File: config.mk
export PLATFORM = sky130hd
export DESIGN_NAME = urgent_tx_selector
export DESIGN_NICKNAME = d
export VERILOG_FILES = /design/src/rtl/uts_pkg.sv /design/src/rtl/uts_slot_decode.sv /design/src/rtl/uts_frame_sel.sv /design/src/rtl/uts_complete.sv /design/src/rtl/urgent_tx_selector.sv
export SDC_FILE = /design/constraint.sdc
export NUM_CORES = 1
export LEC_CHECK = 0
export ABC_AREA = 1
export BUFFER_PORTS_ARGS = -buffer_cell sky130_fd_sc_hd__buf_4
export CAP_MARGIN = 20
export CORE_UTILIZATION = 35
export DETAILED_ROUTE_END_ITERATION = 8
export GPL_TIMING_DRIVEN = 0
export PLACE_DENSITY = 0.74
export SKIP_LAST_GASP = 1
export SLEW_MARGIN = 20
export SYNTH_ARGS = -nofsm -noshare
export SYNTH_HDL_FRONTEND = slang
export SYNTH_SLANG_ARGS = --single-unit
File: constraint.sdc
create_clock -name clk -period 3.31 [get_ports clk]
set_input_delay 0.1655 -clock clk [delete_from_list [all_inputs] [get_ports clk]]
set_output_delay 0.1655 -clock clk [all_outputs]
set_load 0.01 [all_outputs]
File: src/rtl/uts_pkg.sv
package uts_pkg;
  localparam int CTRL_W   = 16;
  localparam int RDY_BIT  = 15;
  localparam int INT_BIT  = 12;
  localparam int LAST_BIT = 11;
  localparam int ERR_BIT  = 0;

  typedef enum logic [1:0] {
    ST_IDLE  = 2'd0,
    ST_ISSUE = 2'd1,
    ST_BUSY  = 2'd2,
    ST_DONE  = 2'd3
  } sel_state_e;
endpackage

File: src/rtl/uts_slot_decode.sv
module uts_slot_decode
  import uts_pkg::*;
(
  input  logic [CTRL_W-1:0] ctrl,
  output logic              eligible,
  output logic              int_flag
);
  // A slot is usable only as a complete single-buffer frame.
  assign eligible = ctrl[RDY_BIT] & ctrl[LAST_BIT];
  assign int_flag = ctrl[INT_BIT];
endmodule

File: src/rtl/uts_frame_sel.sv
module uts_frame_sel
  import uts_pkg::*;
#(
  parameter int LEN_W = 16,
  parameter int PTR_W = 32
) (
  input  logic              clk,
  input  logic              rst_n,
  input  logic              slot_elig,
  input  logic              slot_int,
  input  logic [CTRL_W-1:0] slot_ctrl,
  input  logic [LEN_W-1:0]  slot_len,
  input  logic [PTR_W-1:0]  slot_ptr,
  input  logic              q_valid,
  output logic              q_ready,
  input  logic [LEN_W-1:0]  q_len,
  input  logic [PTR_W-1:0]  q_ptr,
  input  logic              q_int,
  output logic              tx_valid,
  input  logic              tx_ready,
  output logic [LEN_W-1:0]  tx_len,
  output logic [PTR_W-1:0]  tx_ptr,
  output logic              tx_urgent,
  input  logic              tx_done,
  output logic              done_hit,
  output logic              cur_int,
  output logic [CTRL_W-1:0] cur_ctrl
);
  sel_state_e        state;
  logic [LEN_W-1:0]  lat_len;
  logic [PTR_W-1:0]  lat_ptr;
  logic              lat_urg;
  logic              lat_int;
  logic [CTRL_W-1:0] lat_ctrl;
  logic              at_boundary;
  logic              pick_slot;
  logic              pick_q;

  assign at_boundary = (state == ST_IDLE);
  assign pick_slot   = at_boundary & slot_elig;
  assign q_ready     = at_boundary & ~slot_elig;
  assign pick_q      = q_ready & q_valid;
  assign done_hit    = (state == ST_BUSY) & tx_done;

  always_ff @(posedge clk) begin
    if (!rst_n) begin
      state    <= ST_IDLE;
      lat_len  <= '0;
      lat_ptr  <= '0;
      lat_urg  <= 1'b0;
      lat_int  <= 1'b0;
      lat_ctrl <= '0;
    end else begin
      unique case (state)
        ST_IDLE: begin
          if (pick_slot) begin
            lat_len  <= slot_len;
            lat_ptr  <= slot_ptr;
            lat_urg  <= 1'b1;
            lat_int  <= slot_int;
            lat_ctrl <= slot_ctrl;
            state    <= ST_ISSUE;
          end else if (pick_q) begin
            lat_len  <= q_len;
            lat_ptr  <= q_ptr;
            lat_urg  <= 1'b0;
            lat_int  <= q_int;
            lat_ctrl <= '0;
            state    <= ST_ISSUE;
          end
        end
        ST_ISSUE: if (tx_ready) state <= ST_BUSY;
        ST_BUSY:  if (tx_done)  state <= ST_DONE;
        ST_DONE:  state <= ST_IDLE;
        default:  state <= ST_IDLE;
      endcase
    end
  end

  assign tx_valid  = (state == ST_ISSUE);
  assign tx_len    = lat_len;
  assign tx_ptr    = lat_ptr;
  assign tx_urgent = lat_urg;
  assign cur_int   = lat_int;
  assign cur_ctrl  = lat_ctrl;

  a_r9_hold_offer: assert property (@(posedge clk) disable iff (!rst_n)
    (tx_valid && !tx_ready) |=> (tx_valid && $stable(tx_len) && $stable(tx_ptr) && $stable(tx_urgent)));

  a_r4_pop_issues: assert property (@(posedge clk) disable iff (!rst_n)
    (q_valid && q_ready) |=> (tx_valid && !tx_urgent));

  a_r2_slot_issues: assert property (@(posedge clk) disable iff (!rst_n)
    (at_boundary && slot_elig) |=> (tx_valid && tx_urgent));
endmodule

File: src/rtl/uts_complete.sv
module uts_complete
  import uts_pkg::*;
(
  input  logic              clk,
  input  logic              rst_n,
  input  logic              done_hit,
  input  logic              cur_urgent,
  input  logic              cur_int,
  input  logic [CTRL_W-1:0] cur_ctrl,
  input  logic              done_err,
  output logic              evt_valid,
  output logic              evt_int,
  output logic              evt_urgent,
  output logic              wb_valid,
  output logic [CTRL_W-1:0] wb_ctrl
);
  logic [CTRL_W-1:0] next_ctrl;

  always_comb begin
    next_ctrl          = cur_ctrl;
    next_ctrl[RDY_BIT] = 1'b0;
    next_ctrl[ERR_BIT] = done_err;
  end

  always_ff @(posedge clk) begin
    if (!rst_n) begin
      evt_valid  <= 1'b0;
      evt_int    <= 1'b0;
      evt_urgent <= 1'b0;
      wb_valid   <= 1'b0;
      wb_ctrl    <= '0;
    end else begin
      evt_valid <= done_hit;
      wb_valid  <= done_hit & cur_urgent;
      if (done_hit) begin
        evt_int    <= cur_int;
        evt_urgent <= cur_urgent;
        wb_ctrl    <= next_ctrl;
      end
    end
  end

  a_r8_single_pulse: assert property (@(posedge clk) disable iff (!rst_n)
    evt_valid |=> !evt_valid);

  a_r7_ready_cleared: assert property (@(posedge clk) disable iff (!rst_n)
    wb_valid |-> !wb_ctrl[RDY_BIT]);

  a_r7_wb_urgent_only: assert property (@(posedge clk) disable iff (!rst_n)
    wb_valid |-> (evt_valid && evt_urgent));
endmodule

File: src/rtl/urgent_tx_selector.sv
module urgent_tx_selector
  import uts_pkg::*;
#(
  parameter int LEN_W = 16,
  parameter int PTR_W = 32
) (
  input  logic              clk,
  input  logic              rst_n,
  input  logic [CTRL_W-1:0] slot_ctrl,
  input  logic [LEN_W-1:0]  slot_len,
  input  logic [PTR_W-1:0]  slot_ptr,
  output logic              slot_wb_valid,
  output logic [CTRL_W-1:0] slot_wb_ctrl,
  input  logic              q_valid,
  output logic              q_ready,
  input  logic [LEN_W-1:0]  q_len,
  input  logic [PTR_W-1:0]  q_ptr,
  input  logic              q_int,
  output logic              tx_valid,
  input  logic              tx_ready,
  output logic [LEN_W-1:0]  tx_len,
  output logic [PTR_W-1:0]  tx_ptr,
  output logic              tx_urgent,
  input  logic              tx_done,
  input  logic              tx_done_err,
  output logic              evt_valid,
  output logic              evt_int,
  output logic              evt_urgent
);
  logic              slot_elig;
  logic              slot_int;
  logic              done_hit;
  logic              cur_int;
  logic [CTRL_W-1:0] cur_ctrl;

  uts_slot_decode u_dec (
    .ctrl     (slot_ctrl),
    .eligible (slot_elig),
    .int_flag (slot_int)
  );

  uts_frame_sel #(.LEN_W(LEN_W), .PTR_W(PTR_W)) u_sel (
    .clk       (clk),
    .rst_n     (rst_n),
    .slot_elig (slot_elig),
    .slot_int  (slot_int),
    .slot_ctrl (slot_ctrl),
    .slot_len  (slot_len),
    .slot_ptr  (slot_ptr),
    .q_valid   (q_valid),
    .q_ready   (q_ready),
    .q_len     (q_len),
    .q_ptr     (q_ptr),
    .q_int     (q_int),
    .tx_valid  (tx_valid),
    .tx_ready  (tx_ready),
    .tx_len    (tx_len),
    .tx_ptr    (tx_ptr),
    .tx_urgent (tx_urgent),
    .tx_done   (tx_done),
    .done_hit  (done_hit),
    .cur_int   (cur_int),
    .cur_ctrl  (cur_ctrl)
  );

  uts_complete u_cmp (
    .clk        (clk),
    .rst_n      (rst_n),
    .done_hit   (done_hit),
    .cur_urgent (tx_urgent),
    .cur_int    (cur_int),
    .cur_ctrl   (cur_ctrl),
    .done_err   (tx_done_err),
    .evt_valid  (evt_valid),
    .evt_int    (evt_int),
    .evt_urgent (evt_urgent),
    .wb_valid   (slot_wb_valid),
    .wb_ctrl    (slot_wb_ctrl)
  );

  // the queue is never popped while the decoder reports an eligible slot
  a_r3_slot_first: assert property (@(posedge clk) disable iff (!rst_n)
    q_ready |-> !slot_elig);

  // no offer while the completion event is being reported
  a_r10_no_offer_at_evt: assert property (@(posedge clk) disable iff (!rst_n)
    evt_valid |-> !tx_valid);
endmodule

* After elaboration in Yosys (flattened, before gate mapping)
Index checks and enable logic that the tools add are counted.
** Storage, ports and cells
- Bits in registers :: 86
- Output and inout bits :: 71
- Logic and storage cells :: 43
- Bits of input ports :: 119
** Cells by class
- Multiplexer cells :: 15
- Bitwise gates (word level) :: 7
- Reductions and logical operators :: 4
- Equal/unequal tests :: 6
** Operator list (count)
- 32-bit two-way mux :: 2
- 16-bit two-way mux :: 2
- 15-bit two-way mux :: 2
- 2-bit two-way mux :: 4
- 2-bit one-hot mux with 4 select lines :: 1
- 1-bit AND :: 6
- 2-bit equality test, second input constant :: 2
- 1-bit two-way mux :: 4
- 3-bit != test, second input constant :: 1
- 3-bit AND reduction :: 1
- 2-bit by 1-bit equality test with 1-bit output, second input constant :: 1
- 2-bit zero test :: 1
- 2-bit by 1-bit != test with 1-bit output, second input constant :: 1
- 2-bit != test, second input constant :: 1
- 2-bit AND reduction :: 1
- 2-bit nonzero test :: 1
- 1-bit NOT :: 1

* Depth between registers and ports, before layout
Gate-level depths: netlist of the first run.
- Word-level depth :: 7
- Depth in mapped cells :: 8
- Depth with buffers taken out :: 8

* Modules after synthesis
From an unflattened synthesis of the first run, not the netlist that was laid out.
** Unflattened totals
- Cells, all modules :: 464
- Area total of the unflattened synthesis :: 3918.8 µm²
** By module, submodules not included
- uts_frame_sel :: area an instance 3096.7 µm², cells an instance 378, instances 1, sequential area each 1361.3 µm²
- uts_complete :: area an instance 807.0 µm², cells an instance 83, instances 1, sequential area each 380.4 µm²
- uts_slot_decode :: area an instance 15.0 µm², cells an instance 3, instances 1, sequential area each 0.0 µm²

* Least setup slack after synthesis of the first run
No wires, ideal clock.
- Path type :: reg2reg
- From :: register u_sel.state[0]
- To :: register u_sel.lat_ptr[10], in the netlist u_sel.tx_ptr[10]
- Data required time :: 3.196 ns
- Path slack :: 1.928 ns
- Library setup time :: 0.114 ns
- Data arrival time :: 1.268 ns
- Clock period less this slack :: 1.382 ns
- Cell stages (with the launch flop) :: 8
- Path buffers :: 1
- Path through :: dfxtp_1 -> inv_1 -> ha_1 -> nand3_2 -> clkbuf_1 -> nand2_1 -> a21oi_1 -> nor2_1
** Between the ends
- Cells in the longest elaborated chain, start to end :: 5
- Elaborated cells on any way between the ends :: 7
- Classes of those cells :: 1 x mux; 3 x bitwise; 3 x reduce/logical
** RTL lines
- start, declared :: line uts_frame_sel.sv:29 : sel_state_e state;
- start signal, assigned :: line uts_frame_sel.sv:47 : state <= ST_IDLE;
- start signal, assigned :: line uts_frame_sel.sv:62 : state <= ST_ISSUE;
- start signal, assigned :: line uts_frame_sel.sv:69 : state <= ST_ISSUE;
- 2-bit zero test (*) :: line uts_frame_sel.sv:39, uts_frame_sel.sv:54
- 1-bit AND :: line uts_frame_sel.sv:41 : assign q_ready = at_boundary & ~slot_elig;
- 1-bit AND :: line uts_frame_sel.sv:42 : assign pick_q = q_ready & q_valid;
- 2-bit nonzero test (no source line)
- 2-bit AND reduction (no source line)
- end signal, assigned :: line uts_frame_sel.sv:58 : lat_ptr <= slot_ptr;
- end signal, assigned :: line uts_frame_sel.sv:65 : lat_ptr <= q_ptr;
- end, declared :: line uts_frame_sel.sv:31 : logic [PTR_W-1:0] lat_ptr;
Mark *: on every way between the ends. The rest lies on a longest branch, timed or not.
A chain may end at the register's enable or synchronous reset.

* Final worst setup path of the first run
- From :: register u_sel.state[1]
- To :: register u_sel.lat_ptr[6], in the netlist u_sel.tx_ptr[6]
Same word-level chain as after synthesis.

==> results of run 1 <==
[flip-flops by register name, indices dropped and copies added, names as in the netlist]
register,count
u_sel.tx_ptr,32
u_sel.tx_len,16
u_cmp.wb_ctrl,15
u_sel.cur_ctrl,14
u_sel.state,2
u_cmp.evt_int,1
u_cmp.evt_urgent,1
u_cmp.evt_valid,1
u_cmp.wb_valid,1
u_sel.cur_int,1
u_sel.tx_urgent,1
[metal layers]
layer / global-route usage [%] / wire length, microns / vias up
met1: 21.15 / 4853 / 1712
met2: 31.12 / 4979 / 128
met4: 5.545 / 189 / 0
li1: - / - / 2267
met5: 0 / 0 / -
met3: 5.526 / 867 / 15
[Yosys cell counts (all sizes together)]
| library cell | count | share of area, % |
|---|---|---|
| ha | 3 | 0.92 |
| nand3 | 3 | 0.49 |
| buf | 17 | 2.7 |
| o21ai | 16 | 2.0 |
| or2 | 48 | 7.3 |
| clkinv | 2 | 0.18 |
| dfxtp | 85 | 42 |
| nor2 | 84 | 7.7 |
| nand2 | 185 | 17 |
| inv | 107 | 9.8 |
| nand3b | 1 | 0.18 |
| a21oi | 69 | 8.4 |
| conb | 1 | 0.092 |
| clkbuf | 17 | 1.6 |
[final timing paths]
| path | start | to | slack (ns) | depth (start not counted) |
|---|---|---|---|---|
| worst max-delay path | u_sel.state[1]$_SDFFE_PN0P_ | u_sel.tx_ptr[6]$_SDFFE_PN0P_ | 1.46 | 7 |
| worst min-delay path | tx_done_err | u_cmp.wb_ctrl[0]$_SDFFE_PN0N_ | 0.09 | 3 |
| worst min register to register | u_sel.cur_ctrl[10]$_SDFFE_PN0P_ | u_sel.cur_ctrl[10]$_SDFFE_PN0P_ | 0.45 | 2 |
| worst max register to register | u_sel.state[1]$_SDFFE_PN0P_ | u_sel.tx_ptr[6]$_SDFFE_PN0P_ | 1.46 | 7 |
[power by group]
| part | internal, mW | switching [mW] | leakage (nW) |
|---|---|---|---|
| clock | 0.703 | 0.400 | 0.166 |
| combinational | 0.814 | 1.02 | 2.36 |
| sequential | 1.30 | 0.132 | 0.700 |
[critical path, stage by stage (launching register included)]
cell and delay (ns):
dfxtp_1 0.36, inv_1 0.07, ha_1 0.26, nand3_2 0.25
clkbuf_1 0.45, nand2_1 0.09, a21oi_1 0.20, nor2_1 0.06
[kinds of logic (layout without fill, tap and decap cells)]
kind of cell | Yosys count | in the layout | share of synthesized area [%]
AND/OR/NAND/NOR | 321 | 321 | 32.77
buffers and inverters | 143 | 346 | 14.29
AO/OA/AOI/OAI | 85 | 85 | 10.38
flip-flops | 85 | 85 | 41.54
adder cells (fa/ha/maj) | 3 | 3 | 0.9164
other | 1 | 1 | 0.09154
[metrics by stage]
step	utilization [%]	instance area (sq um)	hold WS (ns)
6_report	52.67	6015	0.08654
5_1_grt	52.67	6015	0.09471
4_1_cts	52.67	6015	0.07720
3_5_place_dp	49.74	5679	0.4241
3_3_place_gp	49.74	5679	0.4208
2_1_floorplan	-	4096	0.3097
[cell type report]
cell class | instances | area, sq um | share of cell area (%)
buffer | 34 | 176.4 | 2.933
timing repair buffer | 187 | 1404 | 23.34
clock inverter | 5 | 82.58 | 1.373
tap | 143 | 178.9 | 2.975
multi-input combinational | 410 | 1809 | 30.08
inverter | 109 | 409.1 | 6.803
clock buffer | 11 | 252.7 | 4.202
sequential | 85 | 1702 | 28.29
==> metrics.md, run 1 <==
| Metric | Value |
|---|---|
| Die height | `110.2 microns` |
| Tot GR Track Use | `17.95%` |
| RSZ-0062 raised after global routing | `false` |
| Dpl ws | `1.433 ns` |
| Most common cell after layout, fill and taps aside | `buf_4` |
| Final-stage net count | `958` |
| Commonest cells after routing, fill and taps aside | `buf_4 (190), nand2_1 (183), inv_1 (107)` |
| Post-Place Cells | `968` |
| Final Skew | `0.006554 ns` |
| Worst Path Required | `3.53 ns` |
| Total grt overflow | `0` |
| Count of cell types in the netlist | `21` |
| Clock Pin Slew Worst Setup and Hold Paths | `0.06 ns` |
| Fillers | `1,194` |
| Post-DRT Antenna Nets | `0` |
| Peak supply drop | `0.0003341 V` |
| Share of post-route cells with drive strength above 1 | `31.15%` |
| Largest fanout on the critical path | `10` |
| Synth Cell Area | `4096 sq um` |
| Vias | `4,122` |
| Yosys warning count | `0` |
| Max-Cap Viols | `0` |
| Area grow syn2layout | `46.82%` |
| Vias per cell | `4.189` |
| DP HPWL | `8.317 mm` |
| Status | `finished, final reports clean` |
| Number of I/O pins | `190` |
| Initial antenna violation count | `0` |
| CP Capture Type | `flip-flop` |
| Least-Margin Pin Slew | `0.5241 ns` |
| Slew Viols, Final | `0` |
| Setup_tns | `0 ns` |
| Die area | `12,140 sq um` |
| Post-synthesis net count | `760` |
| Largest net degree at the start of global routing | `15` |
| FP Rows | `39` |
| Inserted Diodes | `0` |
| Core footprint | `11,420 sq um` |
| IO buf count | `187` |
| DIE WIDTH | `110.2 microns` |
| Initial DRC count | `127` |
| DRC errors left | `0` |
| Clk_lat worst skew | `0.33 ns` |
| First-pass GRT wire length | `16.55 mm` |
| Worst setup SP type | `flip-flop` |
| Fin crit share | `55.98%` |
| Post-CTS setup buffers | `0` |
| Vias in the first global route | `3,601` |
| WL final | `10.89 mm` |
| Post-CTS sizing | `0` |
| Post-synthesis sequential area ratio | `41.54%` |
| Clock root buffer | `clkbuf_16` |
| Setup ws final | `1.457 ns` |
| Tot Pwr | `4.373 mW` |
| Initial Utilization | `35.88%` |
| Drt wl/cell | `11.07 microns` |
| CTS tree | `yes` |
| DRT Pass-1 Iters | `6` |
| Leak | `3.224 nW` |
| CTS hold repair buffers | `0` |
| H-tree levels | `3` |
| Setup CP Type | `flip-flop to flip-flop` |
| Max Clk Rate | `0.5397 GHz` |
| Max-slew headroom | `65.06%` |
| Final setup violation count | `0` |
| Placer Congestion | `0.7367` |
| Hold Fails Final Rpt | `0` |
| Synth Area per Inst | `6.421 sq um` |
| Worst hold path class | `input pin to flip-flop` |
| Clk sinks | `85` |
| Minimum clock period | `1.853 ns` |
| Clock Tree Buf Depth | `2` |
| Synth Instances | `638` |
| Register bit total from synthesis | `85` |
| CTS Buf Count | `9` |
| PwrDens | `727.1 nW/um^2` |
| Worst path arrival time | `2.07 ns` |
| Post-Layout Cell Count | `984` |
No activity file was read; power rests on OpenSTA's default activity.
==> inputs of run 2 (changes only) <==
- clock period: 3.31 -> 1.85 ns (I/O delays scaled with it)
==> metrics.md, run 2 (same netlist as run 1, synthesis figures left out) <==
| Metric | Value |
|---|---|
| Status | `finished, final reports clean (unchanged)` |
| Fin crit share | `91.86% (was 55.98%)` |
| Worst setup SP type | `flip-flop (unchanged)` |
| Final-stage net count | `958 (unchanged)` |
| Grt met1 use | `21.15% (unchanged)` |
| Clock root buffer | `clkbuf_16 (unchanged)` |
| Max Clk Rate | `0.5884 GHz (was 0.5397 GHz)` |
| DRC errors left | `0 (unchanged)` |
| Total grt overflow | `0 (unchanged)` |
| Inserted Diodes | `0 (unchanged)` |
| Leak | `3.235 nW (was 3.224 nW)` |
| Share of post-route cells with drive strength above 1 | `31.87% (was 31.15%)` |
| Post-DRT Antenna Nets | `0 (unchanged)` |
| Die height | `110.2 microns (unchanged)` |
| Largest net degree at the start of global routing | `15 (unchanged)` |
| Vias in the first global route | `3,601 (unchanged)` |
| Initial Utilization | `35.88% (unchanged)` |
| Final Skew | `0.006614 ns (was 0.006554 ns)` |
| Tot Pwr | `7.848 mW (was 4.373 mW)` |
| Commonest cells after routing, fill and taps aside | `buf_4 (190), nand2_1 (183), inv_1 (107) (unchanged)` |
| Core footprint | `11,420 sq um (unchanged)` |
| Placer Congestion | `0.7367 (unchanged)` |
| Clock Tree Buf Depth | `2 (unchanged)` |
| Final setup violation count | `0 (unchanged)` |
| Max-Cap Viols | `0 (unchanged)` |
| First-pass GRT wire length | `16.55 mm (unchanged)` |
| Worst Path Required | `2.07 ns (was 3.53 ns)` |
| DIE WIDTH | `110.2 microns (unchanged)` |
| Slew Viols, Final | `0 (unchanged)` |
| Clk sinks | `85 (unchanged)` |
| Most common cell after layout, fill and taps aside | `buf_4 (unchanged)` |
| DP HPWL | `8.317 mm (unchanged)` |
| CTS hold repair buffers | `0 (unchanged)` |
| Post-CTS sizing | `1 (was 0)` |
| Minimum clock period | `1.699 ns (was 1.853 ns)` |
| Max reg flops | `32 (unchanged)` |
| WL final | `10.93 mm (was 10.89 mm)` |
| GRT met3 Usage | `5.526% (unchanged)` |
| Drt wl/cell | `11.10 microns (was 11.07 microns)` |
| Tot GR Track Use | `17.95% (unchanged)` |
| Met2 GRT Util | `31.12% (unchanged)` |
| Core Util, Final | `52.83% (was 52.67%)` |
| Die area | `12,140 sq um (unchanged)` |
| CTS Buf Count | `9 (unchanged)` |
| Vias per cell | `4.202 (was 4.189)` |
| Worst path arrival time | `1.92 ns (was 2.07 ns)` |
| Area grow syn2layout | `47.25% (was 46.82%)` |
| CTS tree | `yes (unchanged)` |
| IO buf count | `187 (unchanged)` |
| CP Capture Type | `flip-flop (unchanged)` |
| H-tree levels | `3 (unchanged)` |
| WHS | `0.01374 ns (was 0.08654 ns)` |
| Number of I/O pins | `190 (unchanged)` |
| PwrDens | `1301 nW/um^2 (was 727.1 nW/um^2)` |
| Initial antenna violation count | `0 (unchanged)` |
| Clock Pin Slew Worst Setup and Hold Paths | `0.06 ns (about the same)` |
| DRT Pass-1 Iters | `6 (unchanged)` |
| Vias | `4,135 (was 4,122)` |
| FP Rows | `39 (unchanged)` |
| Worst hold path class | `input pin to flip-flop (unchanged)` |
| GRT busiest layer | `met2 (unchanged)` |
| RSZ-0062 raised after global routing | `false (unchanged)` |
| Setup CP Type | `flip-flop to flip-flop (unchanged)` |
| Clk_lat worst skew | `0.33 ns (about the same)` |
| Hold Fails Final Rpt | `0 (unchanged)` |
| Peak supply drop | `0.0005986 V (was 0.0003341 V)` |
| Largest fanout on the critical path | `10 (unchanged)` |
| Post-CTS setup buffers | `0 (unchanged)` |
| Initial DRC count | `126 (was 127)` |
## run 2: path summary, 6_finish.rpt
kind / start / endpoint / slack [ns] / depth (start not counted)
min reg2reg: u_sel.cur_ctrl[10]$_SDFFE_PN0P_ / u_sel.cur_ctrl[10]$_SDFFE_PN0P_ / 0.45 / 2
max reg2reg: u_sel.state[0]$_SDFFE_PN0P_ / u_cmp.wb_ctrl[11]$_SDFFE_PN0N_ / 0.15 / 7
min: tx_done_err / u_cmp.wb_ctrl[0]$_SDFFE_PN0N_ / 0.01 / 3
max: u_sel.state[0]$_SDFFE_PN0P_ / u_cmp.wb_ctrl[11]$_SDFFE_PN0N_ / 0.15 / 7
## run 2: worst max-delay path, stage by stage, from the launching register on
cell and delay [ns]:
dfxtp_1 0.33, inv_1 0.07, ha_1 0.23, nand2_1 0.29, clkinvlp_4 0.27, buf_2 0.24
nor2_1 0.10, nor2_1 0.05
## run 2: stage by stage
step	worst slack [ns]	cells	TNS (ns)	cell area (sq um)
2_1_floorplan	0.4685	638	0	4096
3_3_place_gp	0.002760	968	0	5679
3_5_place_dp	-0.02726	968	-0.03218	5679
4_1_cts	0.02201	984	0	6016
5_1_grt	0.008557	984	0	6032
6_report	0.1505	984	0	6032
## run 2: per-layer routing
layer	vias to the layer above	wire [microns]
met1	1725	4896
li1	2268	-
met2	127	4979
met5	-	0
met4	0	189
met3	15	858
## run 2: area by class of cell
cell class / instances / area [sq um]
clock buffers: 11 / 252.7
multi-input cells: 410 / 1817
clock inverters: 5 / 82.58
flip-flops and latches: 85 / 1702
fillers: 1200 / 5386
repair buffers: 187 / 1404
plain buffers: 34 / 182.7
inverters: 109 / 412.9
well taps: 143 / 178.9
## run 2: power breakdown
group          internal [mW]  switching (mW)
clock network           1.26           0.715
logic                   1.47            1.85
registers               2.32           0.238
total                   5.05            2.80
